`config.mk`:
```
export PLATFORM = sky130hd
export DESIGN_NAME = dgroup_fsm
export DESIGN_NICKNAME = d
export VERILOG_FILES = /design/src/rtl/dgroup_pkg.sv /design/src/rtl/dgroup_fsm.sv
export SDC_FILE = /design/constraint.sdc
export NUM_CORES = 1
export LEC_CHECK = 0
export BUFFER_PORTS_ARGS = -buffer_cell sky130_fd_sc_hd__buf_4
export CAP_MARGIN = 20
export CORE_AREA = 2 2 39 41
export CTS_CLUSTER_DIAMETER = 80
export DETAILED_ROUTE_END_ITERATION = 10
export DIE_AREA = 0 0 41 43
export REMOVE_ABC_BUFFERS = 1
export SKIP_CTS_REPAIR_TIMING = 1
export SLEW_MARGIN = 20
export SYNTH_ARGS = -nofsm -noshare
export SYNTH_HDL_FRONTEND = slang
export SYNTH_SLANG_ARGS = --single-unit
```
`constraint.sdc`:
```
create_clock -name clk_i -period 3.54 [get_ports clk_i]
set_input_delay 0.354 -clock clk_i [delete_from_list [all_inputs] [get_ports clk_i]]
set_output_delay 0.354 -clock clk_i [all_outputs]
set_load 0.005 [all_outputs]
```
`src/rtl/dgroup_pkg.sv`:
```
package dgroup_pkg;

    localparam int GRP_SLOTS = 5;
    localparam int CNT_W     = $clog2(GRP_SLOTS + 1);

    typedef enum logic [2:0] {
        CLS_PSEUDO = 3'd0,
        CLS_FIX    = 3'd1,
        CLS_LSU    = 3'd2,
        CLS_FPU    = 3'd3,
        CLS_VALU   = 3'd4,
        CLS_VPERM  = 3'd5,
        CLS_CR     = 3'd6,
        CLS_BR     = 3'd7
    } unit_cls_e;

    typedef enum logic [1:0] {
        VERD_OK    = 2'b00,
        VERD_STALL = 2'b01,
        VERD_NOOP  = 2'b10
    } verdict_e;

    typedef enum logic [2:0] {
        GRP_EMPTY = 3'd0,
        GRP_ONE   = 3'd1,
        GRP_TWO   = 3'd2,
        GRP_THREE = 3'd3,
        GRP_FOUR  = 3'd4
    } grp_state_e;

    typedef enum logic [1:0] {
        TR_HOLD,
        TR_STEP_ONE,
        TR_STEP_TWO,
        TR_CLOSE
    } grp_trans_e;

endpackage

```
`src/rtl/dgroup_fsm.sv`:
```
module dgroup_fsm
    import dgroup_pkg::*;
#(
    parameter int SLOTS   = 5,
    parameter int CNT_W_P = 3
) (
    input  logic               clk_i,
    input  logic               rst_i,
    input  logic               issue_en_i,
    input  logic               close_i,
    input  logic               crack_i,
    input  logic               setctr_i,
    input  logic               adv_en_i,
    output logic [CNT_W_P-1:0] cnt_o,
    output logic               ctr_armed_o
);

    localparam int SUM_W = CNT_W_P + 1;
    localparam logic [SUM_W-1:0] FULL_V  = SLOTS[SUM_W-1:0];
    localparam logic [SUM_W-1:0] CLOSE_V = SUM_W'(SLOTS - 1);

    grp_state_e       state_q, state_d;
    grp_trans_e       trans;
    logic             armed_q, armed_d;
    logic [SUM_W-1:0] cur_cnt;
    logic [SUM_W-1:0] base;
    logic [SUM_W-1:0] sum;

    // Slot count carried by each state.
    always_comb begin
        unique case (state_q)
            GRP_EMPTY: cur_cnt = SUM_W'(0);
            GRP_ONE:   cur_cnt = SUM_W'(1);
            GRP_TWO:   cur_cnt = SUM_W'(2);
            GRP_THREE: cur_cnt = SUM_W'(3);
            GRP_FOUR:  cur_cnt = SUM_W'(4);
            default:   cur_cnt = SUM_W'(0);
        endcase
    end

    // Pick the transition and compute the new count.
    always_comb begin
        base = close_i ? CLOSE_V : cur_cnt;
        sum  = cur_cnt;
        if (issue_en_i) begin
            sum = base + SUM_W'(1) + SUM_W'(crack_i);
        end else if (adv_en_i) begin
            sum = cur_cnt + SUM_W'(1);
        end

        if (sum >= FULL_V) begin
            trans = TR_CLOSE;
        end else if (sum == cur_cnt) begin
            trans = TR_HOLD;
        end else if (sum == cur_cnt + SUM_W'(2)) begin
            trans = TR_STEP_TWO;
        end else begin
            trans = TR_STEP_ONE;
        end
    end

    // Next state and hazard flag.
    always_comb begin
        state_d = state_q;
        armed_d = armed_q || (issue_en_i && setctr_i);
        unique case (trans)
            TR_HOLD: begin
                state_d = state_q;
            end
            TR_STEP_ONE, TR_STEP_TWO: begin
                unique case (sum[CNT_W_P-1:0])
                    CNT_W_P'(1): state_d = GRP_ONE;
                    CNT_W_P'(2): state_d = GRP_TWO;
                    CNT_W_P'(3): state_d = GRP_THREE;
                    CNT_W_P'(4): state_d = GRP_FOUR;
                    default:     state_d = GRP_EMPTY;
                endcase
            end
            TR_CLOSE: begin
                state_d = GRP_EMPTY;
                armed_d = 1'b0;
            end
            default: begin
                state_d = GRP_EMPTY;
                armed_d = 1'b0;
            end
        endcase
    end

    // State register.
    always_ff @(posedge clk_i) begin
        if (rst_i) begin
            state_q <= GRP_EMPTY;
            armed_q <= 1'b0;
        end else begin
            state_q <= state_d;
            armed_q <= armed_d;
        end
    end

    // Outputs.
    always_comb begin
        cnt_o       = cur_cnt[CNT_W_P-1:0];
        ctr_armed_o = armed_q;
    end

endmodule

```
==> results.md <==
* Rows at 14
* HP Class: primary input to flip-flop
* Routed WL at 872 um
* Hold WS at 0.306 ns
* CP max FO at 6
* Vias at 385
* Largest net degree at the start of global routing at 13
* Clock Latency Late Sink at 0.24 ns
* Inserted Clock Buffers at 3
* FF+latch count, synth at 4
* RSZ-0062 raised after global routing: no
* Clock Path Buffers at 2
* WP data required at 3.69 ns
* FF+latch area at 80.1 um^2
* DRC violation count after routing at 0
* Multi-input logic area at 330 um^2
* Commonest cells after routing, fill and taps aside: 10 x buf_4, 5 x nand2b_1, 4 x dfxtp_1
* First-pass GRT wire length at 1360 um
* Routability cong. at 0.791
* Filler instances at 140
* Final Cell Area at 539 um^2
* CTS tree: done
* Cell variety after synth at 30
* Final setup vio count at 0
* Cell Area, Synth at 429 um^2
* EDFF count, synth at 0
* CP endpoint kind: flip-flop
* Worst slew pin tran at 0.361 ns
* Die height at 43 um
* Setup_tns at 0 ns
* Pwr Density at 306 mW/mm^2
* Initial DRC count at 7
* Area delta synth->final at 25.7%
* Max-Cap Viols at 0
* Async SR Flop Fraction at 0%
* Yosys Warn Count at 0
* Final ANT Viol Nets at 0
* Min Tclk post-route at 2.26 ns
* IO Pins at 11
* GRT Overall Usage at 11.5%
* Max-slew violations at 0
* Ys flop type: dfxtp_1
* Register area share after synthesis at 18.7%
* Period utilisation layout at 63.8%
* Core ar. at 0.00138 mm^2
* Status: complete, no violations
* Share of cells above drive strength 1 at 33.9%
* Critical Path AT at 2.41 ns
* Post-Syn Area per Cell at 8.58 um^2
* Fmax at 443 MHz
* Final Hold Fails at 0
* Wirelength per Cell at 11.2 um
* Final #Nets at 74
* Skew final at 0.00752 ns
* Vias/cell at 4.94
* Slew margin rel. at 75.7%
* Die area at 0.00176 mm^2
* Port Buf Inserts at 10
* Number of levels in the clock H-tree at 1
* Area contributors post-synth: dfxtp_1 19%, ha_1 8.7%, nand2b_1 7.3%, mux2i_1 4.7%, nor3b_4 4.4%
* Clock root buffer: clkbuf_4
* Pleak at 0.242 nW
* Critical path type: flip-flop to flip-flop
* Worst-path clk slew at 0.04 ns
* CP startpoint kind: flip-flop
* Most common cell after layout, fill and taps aside: buf_4
* N_diodes at 0
* Vias in the first global route at 348
* Die width at 41 um
* Initial Utilization at 31.0%
* Leading area contributor after synthesis: dfxtp_1
* Grt ovf at 0
* Initial DRT Pass Iterations at 4
* Cell count after synthesis at 50
* Placed cell areas at 517 um^2
* Sink Count at 4
* Initial antenna violation count at 0
* Hpwl dp at 708 um
* Top-area cell type share of the netlist area at 18.7%
* Worst-case vdd ir drop at 0.000144 V
cell type report:
cell class / count / share of cell area [%]
Clock buffer: 3 / 4.18
Multi-Input combinational cell: 42 / 61.3
Timing Repair Buffer: 10 / 13.9
Sequential cell: 4 / 14.8
Inverter: 3 / 2.09
Tap cell: 16 / 3.71
flip-flops by register name (all words and copies together), names as in the netlist:
name	cells
ctr_armed_o	1
state_q	3
metal layers:
metal  vias to the layer above  GRT usage, %  part of all wire [%]
met2                        10          16.9                    45
met5                         -             0                     0
met3                         0          4.71                   6.1
li1                        203             -                     -
met1                       172          14.7                    49
met4                         0          4.00                     0
logic make-up (layout without fill, tap and decap cells):
logic type	after synthesis	count (layout)	synth area share, %
AO/OA/AOI/OAI	10	10	17.5
XOR/XNOR	4	4	8.16
adder cells (fa/ha/maj)	3	3	8.75
buffers and inverters	4	16	4.37
flip-flops	4	4	18.7
multiplexers	3	3	8.16
AND/OR/NAND/NOR	22	22	34.4
worst max-delay path: stages, from the launching register on:
cell	delay, ns
dfxtp_1	0.47
and2b_2	0.24
nand2b_1	0.07
ha_1	0.34
xor2_1	0.16
and3_1	0.19
o31ai_2	0.32
mux2i_1	0.20
nor3b_1	0.17
stage by stage:
step / power [mW] / cells / worst slack [ns] / util (%)
after floorplan: 0.0880 / 49 / 1.47 / -
after CTS: 0.166 / 78 / 1.26 / 39.0
final: 0.165 / 78 / 1.28 / 39.0
after detailed placement: 0.107 / 75 / 1.29 / 37.3
after global routing: 0.177 / 78 / 1.08 / 39.0
after global placement: 0.107 / 75 / 1.29 / 37.3
power breakdown:
part | total [mW] | switching, mW | leakage, nW | internal, mW
Clock | 0.0586 | 0.0205 | 0.0138 | 0.0380
Combinational | 0.0532 | 0.0245 | 0.196 | 0.0287
Sequential | 0.0532 | 0.00477 | 0.0327 | 0.0484
final timing paths:
kind / start / to / slack, ns / cells after the start
min: rst_i / ctr_armed_o$_SDFF_PP0_ / 0.31 / 2
max: state_q[0]$_SDFFE_PP0P_ / state_q[1]$_SDFFE_PP0P_ / 1.28 / 8
max reg2reg: state_q[0]$_SDFFE_PP0P_ / state_q[1]$_SDFFE_PP0P_ / 1.28 / 8
min reg2reg: ctr_armed_o$_SDFF_PP0_ / ctr_armed_o$_SDFF_PP0_ / 0.52 / 2
Yosys cell counts, types with 2 or more instances:
cell type and instances:
inv_1 3, nand2b_1 5, o21ai_0 2, xor2_1 2
nor3_1 2, dfxtp_1 4, nand2_1 2, nor2b_1 2
ha_1 3, nor3b_1 2, nor2_1 2, mux2i_1 2
xnor2_1 2
(Power assumes the default switching activity.)
